[config.mk]
export PLATFORM = sky130hd
export DESIGN_NAME = dbg_scan_access
export DESIGN_NICKNAME = d
export VERILOG_FILES = /design/src/rtl/dbg_scan_pkg.sv /design/src/rtl/dbg_scan_shifter.sv /design/src/rtl/dbg_comms_mbox.sv /design/src/rtl/dbg_watch_bank.sv /design/src/rtl/dbg_scan_access.sv
export SDC_FILE = /design/constraint.sdc
export NUM_CORES = 1
export LEC_CHECK = 0
export ABC_CLOCK_PERIOD_IN_PS = 2410
export CAP_MARGIN = 15
export CORE_MARGIN = 2
export CORE_UTILIZATION = 35
export CTS_CLUSTER_SIZE = 40
export DETAILED_ROUTE_END_ITERATION = 12
export SLEW_MARGIN = 40
export SYNTH_ARGS = -nofsm -noshare
export SYNTH_HDL_FRONTEND = slang
export SYNTH_SLANG_ARGS = --single-unit
[constraint.sdc]
create_clock -name clk -period 2.41 [get_ports clk]
set_input_delay 0.482 -clock clk [delete_from_list [all_inputs] [get_ports clk]]
set_output_delay 0.482 -clock clk [all_outputs]
set_load 0.02 [all_outputs]
[src/rtl/dbg_scan_pkg.sv]
package dbg_scan_pkg;
    localparam int ADR_DCTRL    = 0;
    localparam int ADR_DSTAT    = 1;
    localparam int ADR_CCTRL    = 4;
    localparam int ADR_CDATA    = 5;
    localparam int WATCH_BASE   = 8;
    localparam int WATCH_STRIDE = 8;
    localparam int WATCH_REGS   = 6;
    localparam int DCTRL_W      = 6;
    localparam int DSTAT_W      = 5;
    localparam int MON_BIT      = 4;
    localparam int VER_W        = 4;
endpackage

[src/rtl/dbg_scan_shifter.sv]
module dbg_scan_shifter #(
    parameter int DATA_W = 32,
    parameter int ADDR_W = 5
) (
    input  logic              clk,
    input  logic              rst_n,
    input  logic              capture_en,
    input  logic              shift_en,
    input  logic              tdi,
    input  logic [DATA_W-1:0] cap_word,
    output logic              tdo,
    output logic [DATA_W-1:0] fld_data,
    output logic [ADDR_W-1:0] fld_addr,
    output logic              fld_wr
);
    localparam int SCAN_W = DATA_W + ADDR_W + 1;

    logic [SCAN_W-1:0] sr_d, sr_q;

    always_comb begin
        sr_d = sr_q;
        if (capture_en)
            sr_d = {{(ADDR_W+1){1'b0}}, cap_word};
        else if (shift_en)
            sr_d = {tdi, sr_q[SCAN_W-1:1]};
    end

    always_ff @(posedge clk or negedge rst_n) begin
        if (!rst_n) sr_q <= '0;
        else        sr_q <= sr_d;
    end

    assign tdo      = sr_q[0];
    assign fld_data = sr_q[DATA_W-1:0];
    assign fld_addr = sr_q[DATA_W +: ADDR_W];
    assign fld_wr   = sr_q[SCAN_W-1];
endmodule

[src/rtl/dbg_comms_mbox.sv]
module dbg_comms_mbox #(
    parameter int DATA_W = 32
) (
    input  logic              clk,
    input  logic              rst_n,
    input  logic              host_wr,
    input  logic [DATA_W-1:0] host_wdata,
    input  logic              host_consume,
    input  logic              core_rd,
    input  logic              core_wr,
    input  logic [DATA_W-1:0] core_wdata,
    output logic [DATA_W-1:0] h2c_word,
    output logic [DATA_W-1:0] c2h_word,
    output logic              h2c_full,
    output logic              c2h_full
);
    typedef struct packed {
        logic [DATA_W-1:0] h2c;
        logic [DATA_W-1:0] c2h;
        logic              h2c_full;
        logic              c2h_full;
    } mbox_t;

    mbox_t st_d, st_q;

    always_comb begin
        st_d = st_q;
        if (core_rd) st_d.h2c_full = 1'b0;
        if (host_wr) begin
            st_d.h2c      = host_wdata;
            st_d.h2c_full = 1'b1;
        end
        if (host_consume) st_d.c2h_full = 1'b0;
        if (core_wr) begin
            st_d.c2h      = core_wdata;
            st_d.c2h_full = 1'b1;
        end
    end

    always_ff @(posedge clk or negedge rst_n) begin
        if (!rst_n) st_q <= '0;
        else        st_q <= st_d;
    end

    assign h2c_word = st_q.h2c;
    assign c2h_word = st_q.c2h;
    assign h2c_full = st_q.h2c_full;
    assign c2h_full = st_q.c2h_full;
endmodule

[src/rtl/dbg_watch_bank.sv]
module dbg_watch_bank
    import dbg_scan_pkg::*;
#(
    parameter int DATA_W    = 32,
    parameter int ADDR_W    = 5,
    parameter int NUM_WATCH = 2
) (
    input  logic              clk,
    input  logic              rst_n,
    input  logic              wr_en,
    input  logic [ADDR_W-1:0] wr_addr,
    input  logic [DATA_W-1:0] wr_data,
    input  logic [ADDR_W-1:0] rd_addr,
    output logic [DATA_W-1:0] rd_data,
    output logic              rd_hit
);
    localparam int SLOTS = NUM_WATCH * WATCH_REGS;

    logic [DATA_W-1:0] mem_d [SLOTS];
    logic [DATA_W-1:0] mem_q [SLOTS];
    logic [SLOTS-1:0]  wsel, rsel;

    for (genvar g = 0; g < SLOTS; g++) begin : g_slot
        localparam int SLOT_ADR = WATCH_BASE + (g / WATCH_REGS) * WATCH_STRIDE + (g % WATCH_REGS);
        assign wsel[g] = (wr_addr == ADDR_W'(SLOT_ADR));
        assign rsel[g] = (rd_addr == ADDR_W'(SLOT_ADR));
    end

    always_comb begin
        for (int i = 0; i < SLOTS; i++)
            mem_d[i] = (wr_en && wsel[i]) ? wr_data : mem_q[i];
    end

    always_ff @(posedge clk or negedge rst_n) begin
        if (!rst_n) begin
            for (int i = 0; i < SLOTS; i++) mem_q[i] <= '0;
        end else begin
            for (int i = 0; i < SLOTS; i++) mem_q[i] <= mem_d[i];
        end
    end

    always_comb begin
        rd_data = '0;
        for (int i = 0; i < SLOTS; i++)
            if (rsel[i]) rd_data = rd_data | mem_q[i];
    end
    assign rd_hit = |rsel;
endmodule

[src/rtl/dbg_scan_access.sv]
module dbg_scan_access
    import dbg_scan_pkg::*;
#(
    parameter int          DATA_W    = 32,
    parameter int          ADDR_W    = 5,
    parameter int          NUM_WATCH = 2,
    parameter logic [3:0]  VERSION   = 4'd6
) (
    input  logic                 clk,
    input  logic                 rst_n,
    input  logic                 capture_dr,
    input  logic                 shift_dr,
    input  logic                 update_dr,
    input  logic                 tdi,
    output logic                 tdo,
    input  logic                 core_h2c_rd,
    output logic [DATA_W-1:0]    core_h2c_data,
    output logic                 core_h2c_full,
    input  logic                 core_c2h_wr,
    input  logic [DATA_W-1:0]    core_c2h_data,
    output logic                 core_c2h_full,
    input  logic [DSTAT_W-1:0]   dbg_status_i,
    output logic                 monitor_en
);
    localparam logic [ADDR_W-1:0] A_DCTRL = ADDR_W'(ADR_DCTRL);
    localparam logic [ADDR_W-1:0] A_DSTAT = ADDR_W'(ADR_DSTAT);
    localparam logic [ADDR_W-1:0] A_CCTRL = ADDR_W'(ADR_CCTRL);
    localparam logic [ADDR_W-1:0] A_CDATA = ADDR_W'(ADR_CDATA);

    typedef struct packed {
        logic [DCTRL_W-1:0] ctrl;
        logic [ADDR_W-1:0]  pend;
    } top_t;

    top_t st_d, st_q;

    logic [DATA_W-1:0] scan_data, rd_word, watch_rd, c2h_word;
    logic [ADDR_W-1:0] scan_addr;
    logic              scan_flag, watch_hit, host_wr, host_wr_data, host_consume;

    assign host_wr      = update_dr && scan_flag;
    assign host_wr_data = host_wr && (scan_addr == A_CDATA);
    assign host_consume = capture_dr && (st_q.pend == A_CDATA);

    dbg_scan_shifter #(.DATA_W(DATA_W), .ADDR_W(ADDR_W)) u_shift (
        .clk(clk), .rst_n(rst_n),
        .capture_en(capture_dr), .shift_en(shift_dr), .tdi(tdi),
        .cap_word(rd_word), .tdo(tdo),
        .fld_data(scan_data), .fld_addr(scan_addr), .fld_wr(scan_flag)
    );

    dbg_comms_mbox #(.DATA_W(DATA_W)) u_mbox (
        .clk(clk), .rst_n(rst_n),
        .host_wr(host_wr_data), .host_wdata(scan_data),
        .host_consume(host_consume),
        .core_rd(core_h2c_rd), .core_wr(core_c2h_wr), .core_wdata(core_c2h_data),
        .h2c_word(core_h2c_data), .c2h_word(c2h_word),
        .h2c_full(core_h2c_full), .c2h_full(core_c2h_full)
    );

    dbg_watch_bank #(.DATA_W(DATA_W), .ADDR_W(ADDR_W), .NUM_WATCH(NUM_WATCH)) u_watch (
        .clk(clk), .rst_n(rst_n),
        .wr_en(host_wr), .wr_addr(scan_addr), .wr_data(scan_data),
        .rd_addr(st_q.pend), .rd_data(watch_rd), .rd_hit(watch_hit)
    );

    always_comb begin
        st_d = st_q;
        if (update_dr) st_d.pend = scan_addr;
        if (host_wr && scan_addr == A_DCTRL) st_d.ctrl = scan_data[DCTRL_W-1:0];
    end

    always_ff @(posedge clk or negedge rst_n) begin
        if (!rst_n) st_q <= '0;
        else        st_q <= st_d;
    end

    always_comb begin
        rd_word = '0;
        if (st_q.pend == A_DCTRL)
            rd_word = DATA_W'(st_q.ctrl);
        else if (st_q.pend == A_DSTAT)
            rd_word = DATA_W'(dbg_status_i);
        else if (st_q.pend == A_CCTRL)
            rd_word = {VERSION, {(DATA_W-VER_W-2){1'b0}}, core_c2h_full, core_h2c_full};
        else if (st_q.pend == A_CDATA)
            rd_word = c2h_word;
        else if (watch_hit)
            rd_word = watch_rd;
    end

    assign monitor_en = st_q.ctrl[MON_BIT];
endmodule

After elaboration in Yosys (flattened, before gate mapping)
Cells that the tools add are included.
W data, S select, Z words.
{"block": "op_classes", "n_eq_ne": 28, "mux": 23, "n_bitwise": 11, "reduce_logical": 22}
{"op": "$mux W32", "n": 17}
{"op": "$or A32 B32 Y32", "n": 11}
{"op": "$mux W38", "n": 2}
{"op": "$eq A5 B4 Y1 const B", "n": 12}
{"op": "$eq A5 B5 Y1 const B", "n": 12}
{"op": "$logic_and A1 B1 Y1", "n": 16}
{"op": "$eq A5 B3 Y1 const B", "n": 3}
{"op": "$reduce_or A12 Y1", "n": 1}
{"op": "$logic_not A5 Y1", "n": 2}
{"op": "$reduce_bool A2 Y1", "n": 3}
{"op": "$eq A5 B1 Y1 const B", "n": 1}
{"op": "$mux W1", "n": 4}
{"block": "word_totals", "reg_bits": 499, "output_inout_bits": 36, "elab_cells": 103}

Longest topological paths before layout
Gate-level depths: netlist of the first run.
{"block": "depth", "ltp_word": 30, "ltp_mapped": 8, "mapped_depth_nobuf": 5}

Cells and area by module
From an unflattened synthesis of the first run, not the netlist that was laid out.
{"block": "unflattened", "cells_unflattened": 1724, "area_unflattened_um2": 23090.9}
{"module": "dbg_watch_bank", "n_inst": 1, "cells_each": 1256, "area_each_um2": 17346.6, "seq_area_each_um2": 9609.2}
{"module": "dbg_comms_mbox", "n_inst": 1, "cells_each": 142, "area_each_um2": 2755.1, "seq_area_each_um2": 1651.6}
{"module": "dbg_scan_shifter", "n_inst": 1, "cells_each": 159, "area_each_um2": 1734.2, "seq_area_each_um2": 950.9}
{"module": "dbg_scan_access", "n_inst": 1, "cells_each": 167, "area_each_um2": 1255.0, "seq_area_each_um2": 275.3}

Worst setup path before layout of the first run
OpenSTA, ideal clock, no wires.
{"block": "synth_timing", "path_kind": "input port to flip-flop", "start": "input update_dr", "end": "register u_watch.mem_q[363] (netlist bit)", "setup_time_ps": 127, "arrival_ps": 1754, "required_time_ps": 2283, "setup_slack_ps": 529, "stages": 8, "path_cell_list": "buf_4 -> nand2_2 -> nor2_4 -> nand3b_1 -> or3_1 -> buf_2 -> buf_6 -> mux2_1"}
{"block": "synth_via", "elab_chain_cells": 2}
{"item": "from (decl)", "line_no": "dbg_scan_access.sv:13", "text": "input logic update_dr,"}
{"item": "$logic_and A1 B1 Y1", "line_no": "dbg_scan_access.sv:41", "text": "assign host_wr = update_dr && scan_flag;"}
{"item": "$logic_and A1 B1 Y1", "line_no": "dbg_watch_bank.sv:31", "text": "mem_d[i] = (wr_en && wsel[i]) ? wr_data : mem_q[i];"}
{"item": "to (decl)", "line_no": "dbg_watch_bank.sv:20", "text": "logic [DATA_W-1:0] mem_q [SLOTS];"}
Every way passes these cells.
A chain may end at the register's enable or synchronous reset.

Worst setup path in the final report of the first run
{"block": "layout_timing", "start": "register st_q[0] (netlist bit)", "end": "register u_shift.sr_q[3]"}
{"block": "layout_via", "elab_chain_cells": 30}
{"item": "from (decl)", "line_no": "dbg_scan_access.sv:35", "text": "top_t st_d, st_q;"}
{"item": "from (signal assigned)", "line_no": "dbg_scan_access.sv:75", "text": "else st_q <= st_d;"}
{"item": "$eq A5 B4 Y1", "line_no": "dbg_watch_bank.sv:26", "text": "assign rsel[g] = (rd_addr == ADDR_W'(SLOT_ADR));"}
{"item": "$mux W32", "line_no": "dbg_watch_bank.sv:45", "text": "if (rsel[i]) rd_data = rd_data | mem_q[i];"}
{"item": "$or A32 B32 Y32", "line_no": "dbg_watch_bank.sv:45"}
{"item": "$mux W32", "line_no": "dbg_watch_bank.sv:45"}
{"item": "$or A32 B32 Y32", "line_no": "dbg_watch_bank.sv:45"}
{"item": "$mux W32", "line_no": "dbg_watch_bank.sv:45"}
{"item": "$or A32 B32 Y32", "line_no": "dbg_watch_bank.sv:45"}
{"item": "$mux W32", "line_no": "dbg_watch_bank.sv:45"}
{"item": "(+14 left out)"}
{"item": "$or A32 B32 Y32", "line_no": "dbg_watch_bank.sv:45"}
{"item": "$mux W32", "line_no": "dbg_watch_bank.sv:45"}
{"item": "$mux W32", "line_no": "dbg_scan_access.sv:88", "text": "else if (watch_hit)"}
{"item": "$mux W32", "line_no": "dbg_scan_access.sv:86", "text": "else if (st_q.pend == A_CDATA)"}
{"item": "$mux W32", "line_no": "dbg_scan_access.sv:84", "text": "else if (st_q.pend == A_CCTRL)"}
{"item": "$mux W32", "line_no": "dbg_scan_access.sv:82", "text": "else if (st_q.pend == A_DSTAT)"}
{"item": "$mux W32 *", "line_no": "dbg_scan_access.sv:80", "text": "if (st_q.pend == A_DCTRL)"}
{"item": "$mux W38 *", "line_no": "dbg_scan_shifter.sv:22", "text": "if (capture_en)"}
{"item": "to (signal assigned)", "line_no": "dbg_scan_shifter.sv:30", "text": "else sr_q <= sr_d;"}
{"item": "to (decl)", "line_no": "dbg_scan_shifter.sv:18", "text": "logic [SCAN_W-1:0] sr_d, sr_q;"}
Mark *: on every way between the ends. The rest lies on a longest branch, timed or not.

==> summary.txt, run 1 <==
Worst setup path
  – WP data required: 2.89 ns
  – CP cell instances: buf_4 -> or2_0 -> nor2_2 -> buf_12 -> a222oi_1 -> and3_1 -> a21oi_1
  – Crit. End Element: flip-flop
  – Crit path kind: reg2reg
  – CP max stage delay: 0.56 ns
  – CP Buf/Inv Count: 2
  – WP data arrival: 2.75 ns
  – Cell family with most CP delay: simple AND/OR/NAND/NOR gates
  – Crit-path slowest cell: dfrtp_1
  – Crit path from: st_q[0]
  – CP max FO: 21
  – Critical Path Source Type: flip-flop
  – R2R Path Start: st_q[0]

Clock tree
  – CTS tree: built
  – Root Driver: clkbuf_16
  – Max H-tree Level: 2
  – Setup Buffers After CTS: 0
  – CTS sink count: 499
  – Clock Latency Late Sink: 0.61 ns
  – CTS Buf Count: 52
  – CTS Buffer Depth: 3
  – Clk slew on worst S/H paths: 0.06 ns

Timing
  – Setup TNS: 0 ns
  – Highest clock rate: 440.2 MHz
  – Worst clock skew: 0.02845 ns
  – RSZ-0062 raised after global routing: false
  – Final Setup Violations: 0
  – Max-slew violations: 0
  – Min cycle time layout: 2.272 ns
  – Final hold vios: 0
  – Relative slew slack: 55.57%
  – Worst-Margin Slew: 0.6595 ns
  – Tcrit/Tclk final: 94.27%

Synth
  – Distinct cells, synth: 65
  – Ranking of synthesized cells by area: dfrtp_1 (57%), mux2_2 (21%), a22oi_1 (3.2%)
  – Ys Warns: 0
  – Syn avg cell area: 13.18 um2
  – Top post-synthesis cells by count: dfrtp_1 (499), mux2_2 (413), a22oi_1 (93)
  – Number of synthesized flops with an enable pin: 0
  – Cell taking the most area after synthesis: dfrtp_1
  – Number of synthesized register bits: 499
  – Predominant post-synthesis flop cell: dfrtp_1
  – Syn_nets: 1702
  – Cell Area, Synth: 21840 um2
  – Post-Synthesis Cells: 1657
  – Sequential fraction of the synthesis area: 57.16%
  – Share of the synthesized area in the top cell type: 57.16%
  – Count leader, synth: dfrtp_1
  – Ys async rst share: 100.0%

Job
  – MaxCap Viol Count: 0

Power
  – Peak VDD IR: 0.0005530 V
  – Final Power: 17.97 mW
  – Pwr per Cell Area: 687.6 nW/um2
  – Leakage dissipation: 11.73 nW

Global routing
  – Global Route Usage Sum: 19.15%
  – First-pass GRT wire length: 93.87 mm
  – Pin count of the biggest net entering global routing: 76
  – Vias in the first global route: 15394
  – Initial antenna violation count: 1
  – Total grt overflow: 0

Place
  – Buffers on Ports: 80
  – Placed inst area: 24340 um2
  – Hpwl dp: 37.44 mm
  – Placer Congestion: 0.8034

Floorplanning
  – Site Rows: 91
  – Die height: 253.8 um
  – Initial Utilization: 35.40%
  – Ports: 81
  – Std-Cell Core Area: 61710 um2
  – Die area: 64430 um2
  – Die X: 253.8 um

Finish
  – Area occupied by registers: 12490 um2
  – Diodes inserted: 0
  – Post-layout nets: 1789
  – Layout area overhead: 19.61%
  – Final Instance Area: 26130 um2
  – Multi-input logic area: 8661 um2
  – Final Util: 42.34%
  – Layout cells sized above 1: 35.74%
  – Fillcell total: 5761

Drt
  – Wire length per cell: 23.18 um
  – DRC: 0
  – Vias post-DR: 14588
  – Starting DRT DRC Count: 1250
  – Final WL: 60.79 mm
  – Post-route ant nets: 0
  – Vias per cell: 5.564
  – Router iterations before antenna repair: 5

Worst hold path
  – Hold/Removal Path Class: in2reg
  – HP Start: capture_dr

Status
  – Run status: finished, final reports clean
[layout by cell type (no fill, tap or decap), types with 4 or more instances in the layout]
cell type and instances:
nand3b_1 5, buf_4 60, a222oi_1 28, o2bb2ai_1 21, buf_12 41, o21ai_0 46
mux2i_1 21, nor2_1 30, mux2_1 10, inv_1 22, clkbuf_16 53, nor2b_1 8
nor2_2 4, mux2_2 413, a2111oi_0 21, clkbuf_8 15, nand2_1 51, clkinv_2 7
clkdlybuf4s50_1 76, nand4_1 4, o22ai_1 24, a21oi_1 59, nand2b_1 5, a22o_1 30
nor3_4 5, nor2_4 9, nand3_1 7, dfrtp_1 499, and3_1 26, bufinv_16 4
nor3_1 8, a22oi_1 93, clkbuf_1 10, o221ai_1 4, o22a_1 4
[cell families (layout without fill, tap and decap cells)]
kind of cell / count (synthesis) / in the layout / synth area share [%]
AND/OR/NAND/NOR: 192 / 192 / 4.788
flip-flops: 499 / 499 / 57.16
buffers and inverters: 172 / 300 / 3.706
AO/OA/AOI/OAI: 350 / 350 / 11.58
multiplexers: 444 / 444 / 22.77
[path summary, 6_finish.rpt]
check	slack [ns]	to	cells after the start
max	0.14	u_shift.sr_q[3]	7
min	0.36	u_shift.sr_q[5]	2
max reg2reg	0.14	u_shift.sr_q[3]	7
min reg2reg	0.48	u_watch.mem_q[60]	2
max in group asynchronous	1.08	u_mbox.c2h_word[20]	3
min in group asynchronous	0.48	u_watch.mem_q[290]	2
[final cells by class]
class	count	area share (%)
Clock inverter	17	0.7853
Clock buffer	78	6.010
Tap cell	837	4.008
Sequential cell	499	47.79
Timing Repair Buffer	182	7.930
Inverter	23	0.3304
Multi-Input combinational cell	986	33.15
[stage by stage]
stage | hold slack [ns] | instances | setup slack (ns)
2_1_floorplan | 0.1864 | 1657 | 0.5287
3_3_place_gp | 0.4591 | 2526 | -0.03891
3_5_place_dp | 0.4702 | 2526 | -0.02878
4_1_cts | 0.3222 | 2622 | 0.1386
5_1_grt | 0.3461 | 2622 | 0.0006468
6_report | 0.3594 | 2622 | 0.1381
[flip-flops by register name, indices dropped and copies added (netlist names)]
| name | count |
|---|---|
| u_mbox.h2c_word | 32 |
| u_watch.mem_q | 384 |
| u_mbox.c2h_word | 32 |
| u_mbox.c2h_full | 1 |
| monitor_en | 1 |
| u_shift.sr_q | 38 |
| st_q | 10 |
| u_mbox.h2c_full | 1 |
[timing repair]
item                                   CTS  global route
hold buffers                             1             0
gates resized for setup                  0             2
setup endpoints to repair                0             3
endpoints found under the hold margin   52             0
[report_power, final]
part	internal, mW	switching (mW)
clock	4.92	3.34
combinational	0.385	0.499
sequential	8.55	0.264
[metal layers]
| metal | up-vias | part of all wire, % | GRT usage, % |
|---|---|---|---|
| met4 | 0 | 2.6 | 5.798 |
| met1 | 7712 | 44 | 26.00 |
| met2 | 431 | 48 | 31.23 |
| li1 | 6330 | - | - |
| met3 | 115 | 5.1 | 3.411 |
| met5 | - | 0 | 0 |
(Power assumes the default switching activity.)
==> run 2, diff against run 1 <==
Settings changed: ABC_CLOCK_PERIOD_IN_PS 2410 to 1900, SLEW_MARGIN 40 to unset.
Clock period 2.41 ns to 1.9 ns, I/O delays scaled along.
==> summary.txt, run 2 (same netlist as run 1, synthesis figures left out) <==
Finish
  – Layout cells sized above 1: 47.15% (+11 points)
  – Final Util: 46.38% (+4.0 points)
  – Biggest regs: u_watch.mem_q: 384 flops, u_shift.sr_q: 38 flops
  – Max FFs per register: 384 (unchanged)
  – Post-layout nets: 1931 (+7.9%)
  – Layout area overhead: 31.02%
  – Final Instance Area: 28620 um2 (+9.5%)
  – Diodes inserted: 0 (unchanged)
  – Most flops, register: u_watch.mem_q
  – Most common cell after layout, fill and taps aside: dfrtp_1
  – Commonest cells after routing, fill and taps aside: dfrtp_1 (493), mux2_2 (410), buf_4 (127), buf_12 (65), clkbuf_16 (57)

Floorplanning
  – Die X: 253.8 um (unchanged)
  – Site Rows: 91 (unchanged)
  – Ports: 81 (unchanged)
  – Std-Cell Core Area: 61710 um2 (unchanged)
  – Die area: 64430 um2 (unchanged)
  – Initial Utilization: 35.40% (unchanged)
  – Die height: 253.8 um (unchanged)

Timing
  – Tcrit/Tclk final: 107.1% (+13 points)
  – Highest clock rate: 491.5 MHz (+12%)
  – Final hold vios: 0 (unchanged)
  – Min cycle time layout: 2.034 ns (-0.2375 ns)
  – Relative slew slack: 61.06% (+5.5 points)
  – Final Setup Violations: 31 (+31)
  – Setup WS post-layout: -0.1344 ns (-0.2725 ns)
  – Max-slew violations: 0 (unchanged)
  – Worst clock skew: 0.02546 ns (-0.002983 ns)
  – Worst-Margin Slew: 0.5841 ns (-0.07531 ns)
  – RSZ-0062 raised after global routing: true

Drt
  – Router iterations before antenna repair: 5 (unchanged)
  – Vias per cell: 5.523 (-0.74%)
  – Vias post-DR: 15281 (+4.8%)
  – Wire length per cell: 24.31 um (+4.9%)
  – DRC: 0 (unchanged)
  – Final WL: 67.27 mm (+11%)
  – Post-route ant nets: 0 (unchanged)
  – Starting DRT DRC Count: 1313 (+5.0%)

Clock tree
  – CTS Buf Count: 53 (+1.9%)
  – CTS sink count: 499 (unchanged)
  – CTS tree: built
  – CTS Buffer Depth: 3 (unchanged)
  – Max H-tree Level: 2 (unchanged)
  – Clk slew on worst S/H paths: 0.06 ns (about the same)
  – Clock Latency Late Sink: 0.63 ns (+0.02 ns)
  – Root Driver: clkbuf_16

Worst setup path
  – WP data arrival: 2.60 ns (-0.15 ns)
  – WP data required: 2.46 ns (-0.43 ns)
  – Crit path kind: reg2reg
  – CP max FO: 5 (-76%)
  – Crit. End Element: flip-flop
  – Critical Path Source Type: flip-flop

Global routing
  – Total grt overflow: 0 (unchanged)
  – Met1 Use GR: 28.68% (+2.7 points)
  – Vias in the first global route: 16199 (+5.2%)
  – Initial antenna violation count: 0 (-1)
  – Grt met3 use: 2.888% (-0.52 points)
  – GR peak layer: met2
  – GRT met2 Usage: 33.90% (+2.7 points)
  – Global Route Usage Sum: 20.91% (+1.8 points)
  – First-pass GRT wire length: 101.7 mm (+8.3%)
  – Pin count of the biggest net entering global routing: 83 (+9.2%)

Power
  – Leakage dissipation: 13.00 nW (+11%)
  – Pwr per Cell Area: 807.4 nW/um2 (+17%)
  – Peak VDD IR: 0.0006423 V (+16%)

Job
  – MaxCap Viol Count: 0 (unchanged)

Status
  – Run status: complete, but fails checks
  – Violated checks: negative setup slack

Place
  – Buffers on Ports: 80 (unchanged)
  – Placed inst area: 24960 um2 (+2.6%)
  – Hpwl dp: 39.68 mm (+6.0%)
  – Placer Congestion: 0.8404 (+4.6%)

Worst hold path
  – Hold/Removal Path Class: in2reg
[run 2: cell count changes in the layout (fill, tap and decap cells not counted), moves of 12 or more]
cell / delta
a21oi_2: +16
buf_6: +36
a21oi_1: -16
buf_12: +24
clkdlybuf4s50_1: -36
a2111oi_0: -19
a22oi_1: -38
a2111oi_2: +12
dlygate4sd2_1: +36
buf_4: +67
a22oi_2: +38
[run 2: path summary, 6_finish.rpt]
check	end	slack, ns	cells past startpoint	from
min in group asynchronous	u_watch.mem_q[107]	0.27	2	rst_n
setup / recovery	u_shift.sr_q[18]	-0.13	11	st_q[3]
hold reg to reg	u_watch.mem_q[25]	0.48	2	u_watch.mem_q[25]
hold / removal	u_mbox.c2h_full	0.26	3	core_c2h_wr
setup reg to reg	u_shift.sr_q[18]	-0.13	11	st_q[3]
max in group asynchronous	u_mbox.h2c_word[31]	0.81	3	rst_n
[run 2: critical path: stages (launching register included)]
cell and delay, ns:
dfrtp_2 0.47, buf_6 0.15, buf_6 0.10, nand2b_4 0.17, buf_6 0.13, nor2_4 0.13
buf_8 0.17, buf_12 0.16, buf_12 0.12, a22oi_2 0.09, and3_4 0.19, a21oi_2 0.11
[run 2: power by group]
| group | switching (mW) | leakage, nW | internal [mW] | total, mW |
|---|---|---|---|---|
| combinational | 0.761 | 5.26 | 0.600 | 1.36 |
| clock | 4.46 | 0.886 | 6.15 | 10.6 |
| sequential | 0.286 | 6.85 | 10.8 | 11.1 |
[run 2: per-layer routing]
| metal | share of wire, % | vias to the layer above |
|---|---|---|
| li1 | - | 6635 |
| met1 | 44 | 8094 |
| met2 | 48 | 433 |
| met3 | 5.2 | 119 |
| met4 | 2.9 | 0 |
| met5 | 0 | - |
[run 2: final cells by class]
type / instances / area, um2
fill: 5487 / 33090
sequential: 499 / 12490
multi-input combinational: 986 / 9460
timing repair buffer: 323 / 3746
clock buffer: 78 / 1572
tap: 837 / 1047
clock inverter: 21 / 215.2
inverter: 23 / 86.33
[run 2: metrics by stage]
step	hold WS [ns]	power (mW)	worst slack, ns	cells	TNS, ns
after detailed placement	0.2982	12.56	-0.4494	2591	-140.64
after CTS	0.2465	23.26	-0.1475	2743	-2.328
final	0.2622	23.11	-0.1344	2767	-2.060
after global routing	0.2736	23.91	-0.2005	2767	-4.009
after global placement	0.2925	12.53	-0.4428	2591	-140.20
after floorplan	0.08441	11.78	0.1207	1657	0
[run 2: timing repair]
action | CTS | global route
endpoints found under the setup margin | 68 | 81
resized for setup | 181 | 99
endpoints found under the hold margin | 41 | 0
cloned | 10 | 5
pin swaps | 64 | 70
hold buffers | 1 | 0
buffers inserted | 42 | 24
